==> src/rtl/posted_cas_sched_pkg.sv <==
package posted_cas_sched_pkg;

  typedef enum logic [1:0] {
    CMD_NOP  = 2'd0,
    CMD_ACT  = 2'd1,
    CMD_RDAP = 2'd2,
    CMD_WRAP = 2'd3
  } cmdOp_t;

  // Strobes passed from control to datapath each cycle
  typedef struct packed {
    logic accept;    // request handshake this cycle
    logic issueCol;  // column command goes out next cycle
    logic colWrite;  // direction of that column command
  } schedStrobe_t;

endpackage

==> src/rtl/posted_cas_sched_ctrl.sv <==
module posted_cas_sched_ctrl
  import posted_cas_sched_pkg::*;
#(
  parameter int RANK_W = 1,
  parameter int AL     = 2,
  parameter int CL     = 2,
  parameter int BURST  = 2,
  parameter int TWTR   = 2
) (
  input  logic              clk,
  input  logic              rst_n,
  input  logic              reqValid,
  input  logic              reqWrite,
  input  logic [RANK_W-1:0] reqRank,
  output logic              reqReady,
  output schedStrobe_t      strobe
);

  localparam int RL       = AL + CL;
  localparam int WL       = RL - 1;
  localparam int GAP_SAME = BURST;
  localparam int GAP_HAND = BURST + 1;
  localparam int GAP_RW   = RL - WL + BURST;
  localparam int GAP_WR   = WL + BURST + TWTR - AL;
  localparam int GAP_M1   = (GAP_WR > GAP_RW) ? GAP_WR : GAP_RW;
  localparam int GAP_MAX  = (GAP_M1 > GAP_HAND) ? GAP_M1 : GAP_HAND;
  localparam int CW       = $clog2(GAP_MAX + 2) + 1;
  localparam logic [CW:0] LEAD = (CW+1)'(2);  // accept-to-column distance

  logic              actPending;
  logic [CW-1:0]     colCnt;      // cycles since the last column command
  logic              lastWrite;
  logic [RANK_W-1:0] lastRank;
  logic [CW-1:0]     gapNeed;
  logic              spacingOk;
  logic              accept;

  always_comb begin
    if (lastWrite && !reqWrite)
      gapNeed = CW'(GAP_WR);
    else if (!lastWrite && reqWrite)
      gapNeed = CW'(GAP_RW);
    else if (!lastWrite && (reqRank != lastRank))
      gapNeed = CW'(GAP_HAND);
    else
      gapNeed = CW'(GAP_SAME);
  end

  assign spacingOk = ({1'b0, colCnt} + LEAD) >= {1'b0, gapNeed};
  assign reqReady  = !actPending && spacingOk;
  assign accept    = reqValid && reqReady;

  always_ff @(posedge clk or negedge rst_n) begin
    if (!rst_n) begin
      actPending <= 1'b0;
      colCnt     <= '1;
      lastWrite  <= 1'b0;
      lastRank   <= '0;
    end else begin
      actPending <= accept;
      if (accept) begin
        lastWrite <= reqWrite;
        lastRank  <= reqRank;
      end
      if (actPending)
        colCnt <= '0;
      else if (colCnt != '1)
        colCnt <= colCnt + CW'(1);
    end
  end

  assign strobe.accept   = accept;
  assign strobe.issueCol = actPending;
  assign strobe.colWrite = lastWrite;

endmodule

==> src/rtl/posted_cas_sched_dp.sv <==
module posted_cas_sched_dp
  import posted_cas_sched_pkg::*;
#(
  parameter int RANK_W = 1,
  parameter int BANK_W = 3,
  parameter int ROW_W  = 14,
  parameter int COL_W  = 10,
  parameter int ADDR_W = 14,
  parameter int AL     = 2,
  parameter int CL     = 2,
  parameter int BURST  = 2,
  parameter int CNT_W  = 16
) (
  input  logic              clk,
  input  logic              rst_n,
  input  schedStrobe_t      strobe,
  input  logic [RANK_W-1:0] reqRank,
  input  logic [BANK_W-1:0] reqBank,
  input  logic [ROW_W-1:0]  reqRow,
  input  logic [COL_W-1:0]  reqCol,
  output logic [1:0]        cmdOp,
  output logic [RANK_W-1:0] cmdRank,
  output logic [BANK_W-1:0] cmdBank,
  output logic [ADDR_W-1:0] cmdAddr,
  output logic              busValid,
  output logic              busWrite,
  output logic [RANK_W-1:0] busRank,
  output logic [CNT_W-1:0]  acceptCount
);

  localparam int RL    = AL + CL;
  localparam int WL    = RL - 1;
  localparam int DEPTH = RL + BURST;

  cmdOp_t            opQ;
  logic [RANK_W-1:0] pendRank;
  logic [BANK_W-1:0] pendBank;
  logic [COL_W-1:0]  pendCol;

  always_ff @(posedge clk or negedge rst_n) begin
    if (!rst_n) begin
      opQ         <= CMD_NOP;
      cmdRank     <= '0;
      cmdBank     <= '0;
      cmdAddr     <= '0;
      pendRank    <= '0;
      pendBank    <= '0;
      pendCol     <= '0;
      acceptCount <= '0;
    end else begin
      if (strobe.accept) begin
        opQ         <= CMD_ACT;
        cmdRank     <= reqRank;
        cmdBank     <= reqBank;
        cmdAddr     <= ADDR_W'(reqRow);
        pendRank    <= reqRank;
        pendBank    <= reqBank;
        pendCol     <= reqCol;
        acceptCount <= acceptCount + CNT_W'(1);
      end else if (strobe.issueCol) begin
        opQ     <= strobe.colWrite ? CMD_WRAP : CMD_RDAP;
        cmdRank <= pendRank;
        cmdBank <= pendBank;
        cmdAddr <= ADDR_W'(pendCol);
      end else begin
        opQ     <= CMD_NOP;
        cmdRank <= '0;
        cmdBank <= '0;
        cmdAddr <= '0;
      end
    end
  end

  assign cmdOp = opQ;

  // Occupancy delay line: slot g describes the cycle g clocks ahead
  logic              occV [DEPTH];
  logic              occW [DEPTH];
  logic [RANK_W-1:0] occR [DEPTH];

  for (genvar g = 0; g < DEPTH; g++) begin : g_slot
    localparam bit RD_HIT = (g >= RL) && (g < RL + BURST);
    localparam bit WR_HIT = (g >= WL) && (g < WL + BURST);
    logic              shV;
    logic              shW;
    logic [RANK_W-1:0] shR;
    logic              hit;

    if (g == DEPTH - 1) begin : g_top
      assign shV = 1'b0;
      assign shW = 1'b0;
      assign shR = '0;
    end else begin : g_mid
      assign shV = occV[g+1];
      assign shW = occW[g+1];
      assign shR = occR[g+1];
    end

    assign hit = strobe.issueCol && (strobe.colWrite ? WR_HIT : RD_HIT);

    always_ff @(posedge clk or negedge rst_n) begin
      if (!rst_n) begin
        occV[g] <= 1'b0;
        occW[g] <= 1'b0;
        occR[g] <= '0;
      end else if (hit) begin
        occV[g] <= 1'b1;
        occW[g] <= strobe.colWrite;
        occR[g] <= pendRank;
      end else begin
        occV[g] <= shV;
        occW[g] <= shW;
        occR[g] <= shR;
      end
    end
  end

  assign busValid = occV[0];
  assign busWrite = occW[0];
  assign busRank  = occR[0];

endmodule

==> src/rtl/posted_cas_sched.sv <==
module posted_cas_sched
  import posted_cas_sched_pkg::*;
#(
  parameter int RANK_W = 1,
  parameter int BANK_W = 3,
  parameter int ROW_W  = 14,
  parameter int COL_W  = 10,
  parameter int ADDR_W = (ROW_W > COL_W) ? ROW_W : COL_W,
  parameter int AL     = 2,
  parameter int CL     = 2,
  parameter int BURST  = 2,
  parameter int TWTR   = 2,
  parameter int CNT_W  = 16
) (
  input  logic              clk,
  input  logic              rst_n,
  input  logic              reqValid,
  input  logic              reqWrite,
  input  logic [RANK_W-1:0] reqRank,
  input  logic [BANK_W-1:0] reqBank,
  input  logic [ROW_W-1:0]  reqRow,
  input  logic [COL_W-1:0]  reqCol,
  output logic              reqReady,
  output logic [1:0]        cmdOp,
  output logic [RANK_W-1:0] cmdRank,
  output logic [BANK_W-1:0] cmdBank,
  output logic [ADDR_W-1:0] cmdAddr,
  output logic              busValid,
  output logic              busWrite,
  output logic [RANK_W-1:0] busRank,
  output logic [CNT_W-1:0]  acceptCount
);

  schedStrobe_t strobe;

  posted_cas_sched_ctrl #(
    .RANK_W(RANK_W), .AL(AL), .CL(CL), .BURST(BURST), .TWTR(TWTR)
  ) u_ctrl (
    .clk      (clk),
    .rst_n    (rst_n),
    .reqValid (reqValid),
    .reqWrite (reqWrite),
    .reqRank  (reqRank),
    .reqReady (reqReady),
    .strobe   (strobe)
  );

  posted_cas_sched_dp #(
    .RANK_W(RANK_W), .BANK_W(BANK_W), .ROW_W(ROW_W), .COL_W(COL_W),
    .ADDR_W(ADDR_W), .AL(AL), .CL(CL), .BURST(BURST), .CNT_W(CNT_W)
  ) u_dp (
    .clk         (clk),
    .rst_n       (rst_n),
    .strobe      (strobe),
    .reqRank     (reqRank),
    .reqBank     (reqBank),
    .reqRow      (reqRow),
    .reqCol      (reqCol),
    .cmdOp       (cmdOp),
    .cmdRank     (cmdRank),
    .cmdBank     (cmdBank),
    .cmdAddr     (cmdAddr),
    .busValid    (busValid),
    .busWrite    (busWrite),
    .busRank     (busRank),
    .acceptCount (acceptCount)
  );

endmodule

==> config.mk <==
export PLATFORM = sky130hd
export DESIGN_NAME = posted_cas_sched
export DESIGN_NICKNAME = d
export VERILOG_FILES = /design/src/rtl/posted_cas_sched_pkg.sv /design/src/rtl/posted_cas_sched_ctrl.sv /design/src/rtl/posted_cas_sched_dp.sv /design/src/rtl/posted_cas_sched.sv
export SDC_FILE = /design/constraint.sdc
export NUM_CORES = 1
export LEC_CHECK = 0
export BUFFER_PORTS_ARGS = -buffer_cell sky130_fd_sc_hd__buf_2
export CAP_MARGIN = 20
export CELL_PAD_IN_SITES_DETAIL_PLACEMENT = 1
export CELL_PAD_IN_SITES_GLOBAL_PLACEMENT = 1
export CORE_AREA = 2 2 84 86
export CTS_CLUSTER_DIAMETER = 120
export DETAILED_ROUTE_END_ITERATION = 6
export DIE_AREA = 0 0 86 88
export GPL_TIMING_DRIVEN = 0
export PLACE_DENSITY_LB_ADDON = 0.1
export SYNTH_ARGS = -nofsm -noshare
export SYNTH_HDL_FRONTEND = slang
export SYNTH_HIERARCHICAL = 1
export SYNTH_SLANG_ARGS = --single-unit
==> constraint.sdc <==
create_clock -name clk -period 4.8 [get_ports clk]
set_input_delay 0.96 -clock clk [delete_from_list [all_inputs] [get_ports clk]]
set_output_delay 0.96 -clock clk [all_outputs]
set_load 0.1 [all_outputs]
Word level (Yosys, flattened, before mapping)
Index checks and enable logic that the tools add are counted.

Add/subtract/negate cells: 3. Magnitude comparators: 1. Equal/unequal tests: 2. Multiplexer cells: 25. Reduce and logical (&&, ||, !) cells: 11.

Operators by type and width (count): $add A16 B1 Y16 const B (1); $mux W4 (4); $mux W1 (15); $mux W14 (1); $mux W10 (1); $logic_and A1 B1 Y1 (7); $mux W3 (2); $add A4 B2 Y5 const B (1); $ge A5 B4 Y1 (1); $add A4 B1 Y4 const B (1); $mux W2 (2); $ne A4 B4 Y1 const B (1); $logic_not A1 Y1 (3); $reduce_bool A2 Y1 (1); $ne A1 B1 Y1 (1).

Flip-flop bits (word level): 74.

Depth between registers and ports, before layout
Depth after elaboration: 9. Gate-level depth with buffers: 13.

Cells and area by module
Netlist, hierarchy kept.

By module, submodules not included: posted_cas_sched_dp (times used 1, cells each 162, area an instance 2428.6 µm², sequential area each 1701.6 µm²); posted_cas_sched_ctrl (times used 1, cells each 47, area an instance 465.4 µm², sequential area each 180.2 µm²).

Worst setup path before layout
OpenSTA, ideal clock, no wires.

Kind: input port to output port. From: input reqRank. To: output reqReady. Data arrival time: 3063 ps. Data required time: 3840 ps. Path slack: 777 ps. Stages on the path: 7. Buffers on the path: 0. Cells stage by stage: xor2_1 > nor3_1 > a21oi_1 > ha_1 > o221a_2 > nor3_1 > nor2_1.

Longest elaborated chain between the ends: 7.

RTL lines: start: declaration (RTL line posted_cas_sched.sv:19) `input logic [RANK_W-1:0] reqRank,`; $ne A1 B1 Y1 (RTL line posted_cas_sched_ctrl.sv:43) `else if (!lastWrite && (reqRank != lastRank))`; $logic_and A1 B1 Y1 (RTL line posted_cas_sched_ctrl.sv:43); $mux W1 (RTL line posted_cas_sched_ctrl.sv:43); $mux W4 (RTL line posted_cas_sched_ctrl.sv:41) `else if (!lastWrite && reqWrite)`; $mux W4 (RTL line posted_cas_sched_ctrl.sv:39) `if (lastWrite && !reqWrite)`; $ge A5 B4 Y1 (RTL line posted_cas_sched_ctrl.sv:49) `assign spacingOk = ({1'b0, colCnt} + LEAD) >= {1'b0, gapNeed};`; $logic_and A1 B1 Y1 (RTL line posted_cas_sched_ctrl.sv:50) `assign reqReady = !actPending && spacingOk;`; end: declaration (RTL line posted_cas_sched.sv:23) `output logic reqReady,`.

No other way between the ends.

Final worst setup path
Ends and elaborated chain as after synthesis.

==> flow_summary.toml <==
[routing]
final_antenna_net_count = 0
drc = 0
drt_iter0_drc = 58
wl_per_cell_microns = 15.6
dr_total_vias = 1896
wl_mm = 5.88
drt_pre_antenna_iters = 4
routed_via_density = 5.03

[grt]
grt_pass1_wl_mm = 9.74
grt_usage_pct = 17.0
grt_pass1_vias = 1962
grt_max_degree = 61
antenna_found_initial = 0
grt_overflow = 0

[layout]
num_antenna_cells = 0
drive_above_1_share_pct = 41.1
finalInstanceArea_sq_um = 3560
fillers = 711
syn2layout_area_growth_pct = 23.2
post-route-util_pct = 53.7
final_nets = 329

[place]
gp_congestion = 0.711
pre_cts_slack_ns = 1.28
dpl-instance-area_sq_um = 3380
dp_hpwl_mm = 4.13
port_buffers = 71

[timing]
rsz0062_at_grt = "false"
finalClockSkew_ns = 0.0166
slew_violations = 0
setup_viol = 0
fmax_ghz = 0.288
post-route-period-util_pct = 72.3
layout_setup_ws_ns = 1.33
report.final.hold_viol_count = 0
min_period_ns = 3.47
tns_ns = 0

[yosys]
synthCells = 209
seq_area_frac_synth_pct = 65.0
synth_ff_type = "dfrtp_1"
syn-num-nets = 246
synth_edf_count = 0
synth_top_cells_by_area = "dfrtp_1, mux2_2, a22o_1"
ys_warn_count = 6
synth_area_leader_cell = "dfrtp_1"
synthArstFlopShare_pct = 100
synth_cell_types = 33
synth_area_sq_um = 2890
ys_ff_latch = 75
yosysMostFrequentCell = "dfrtp_1"
synth_top_area_share_pct = 61.4
synth_common_cells = "dfrtp_1, mux2_2, a22o_1"
synth_area_per_cell_sq_um = 13.8

[floorplanning]
start_util_pct = 43.6
core_area_sq_um = 6640
std_cell_rows = 30
die_area_sq_um = 7570
pin_count = 72
chipHeight_microns = 88
die_x_microns = 86

[run_status]
status = "completed"

[cts]
clockBufferDepth = 2
cts_setup_buffers = 0
clock_latency_ns = 0.35
postCtsHoldBufs = 0
root_buffer = "clkbuf_8"
cts_sinks = 75
numCtsBuffers = 9
cts.htree.levels = 3
clk_pin_slew_ns = 0.08
cts_resized = 0
cts_tree = "built"

[worst_setup_path]
cp_slowest_cell = "o221a_2"
required_ns = 3.84
critPathCaptureType = "output port"
crit_chain = "buf_2 > xor2_1 > nor3_1 > a21oi_1 > ha_1 > o221a_2 > nor3_1 > nor2_1 > buf_2"
startpoint_type = "input pin"
worstPathMaxFanout = 4
path_class = "in2out"
critical_path_arrival_ns = 2.51
cpPeakStageDelay_ns = 0.32

[worst_hold_path]
min_path_type = "reg2reg"

[job]
cap_viol_max_count = 0
==> routing by layer <==
layer / up-vias / wire (microns) / GRT usage, %
li1: 887 / - / -
met1: 943 / 2680 / 22.1
met2: 57 / 2710 / 26.6
met3: 9 / 382 / 4.15
met4: 0 / 108 / 9.09
met5: - / 0 / 0
==> worst paths after layout <==
check | startpoint | to | slack (ns) | depth (start not counted)
min reg2reg | u_dp/g_slot[0].shV | u_dp/busValid | 0.35 | 0
min | u_dp/g_slot[0].shV | u_dp/busValid | 0.35 | 0
max reg2reg | u_ctrl/lastRank | u_dp/cmdAddr[2] | 2.00 | 11
min in group asynchronous | rst_n | u_dp/busValid | 0.46 | 1
max | reqRank | reqReady | 1.33 | 9
max in group asynchronous | rst_n | u_ctrl/colCnt[1] | 3.73 | 2
==> critical path: cells and delay by family <==
kind / cells / cell delay, ns
xor+xnor: 1 / 0.14
simple gates: 3 / 0.34
compound gates: 2 / 0.38
fa+ha+maj: 1 / 0.27
buf+inv: 2 / 0.41
==> registers in the layout (all words and copies together) (netlist names), 2 cells and up <==
| signal | count |
|---|---|
| u_dp/acceptCount | 16 |
| u_dp/cmdAddr | 14 |
| u_dp/pendCol | 10 |
| u_dp/g_slot.shR | 5 |
| u_dp/g_slot.shV | 5 |
| u_dp/g_slot.shW | 5 |
| u_ctrl/colCnt | 4 |
| u_dp/cmdBank | 3 |
| u_dp/pendBank | 3 |
| u_dp/cmdOp | 2 |
==> cell families after synthesis <==
group	after synthesis	share of synthesized area, %
compound gates	20	6.23
simple gates	55	10.7
mux	20	7.74
flops	75	65.0
buf+inv	15	2.51
xor+xnor	17	5.14
other cells	1	0.130
fa+ha+maj	6	2.55
==> cell type report <==
| type | count | area [sq um] | share of cell area (%) |
|---|---|---|---|
| timing repair buffer | 72 | 385 | 10.8 |
| clock buffer | 10 | 138 | 3.86 |
| sequential | 75 | 1880 | 52.8 |
| multi-input combinational | 119 | 940 | 26.4 |
| buffer | 8 | 46.3 | 1.30 |
| tap | 80 | 100 | 2.81 |
| inverter | 7 | 26.3 | 0.737 |
| clock inverter | 6 | 47.5 | 1.33 |
==> metrics by stage <==
stage | hold slack (ns) | instances
final | 0.352 | 377
after global routing | 0.361 | 377
after CTS | 0.355 | 377
after detailed placement | 0.336 | 361
after global placement | 0.332 | 360
after floorplan | 0.331 | 209
==> cell usage in the layout (no fill, tap or decap) <==
| master | instances |
|---|---|
| buf_2 | 74 |
| nand2_1 | 12 |
| o21ai_0 | 1 |
| dfrtp_1 | 71 |
| nand4_4 | 1 |
| inv_6 | 2 |
| o221a_2 | 1 |
| mux2_2 | 17 |
| and2_1 | 6 |
| buf_4 | 4 |
| maj3_2 | 1 |
| inv_1 | 7 |
| nor2_1 | 7 |
| clkbuf_1 | 1 |
| o311ai_4 | 1 |
| xnor2_1 | 5 |
| mux2i_1 | 1 |
| a22o_1 | 14 |
| nor3_1 | 8 |
| or2_2 | 1 |
| nand2b_1 | 4 |
| and3_1 | 1 |
| and4_1 | 1 |
| mux2_1 | 2 |
| nand4_1 | 5 |
| nor4_1 | 5 |
| ha_1 | 5 |
| conb_1 | 1 |
| clkbuf_8 | 10 |
| clkinvlp_4 | 4 |
| nand3_1 | 1 |
| dfstp_2 | 4 |
| buf_16 | 1 |
| nand4_2 | 1 |
| nor2b_1 | 2 |
| a21oi_1 | 3 |
| xor2_1 | 12 |
Power is not shown: default switching activity piles up to over one toggle a cycle in this logic, so the estimate is an artifact.
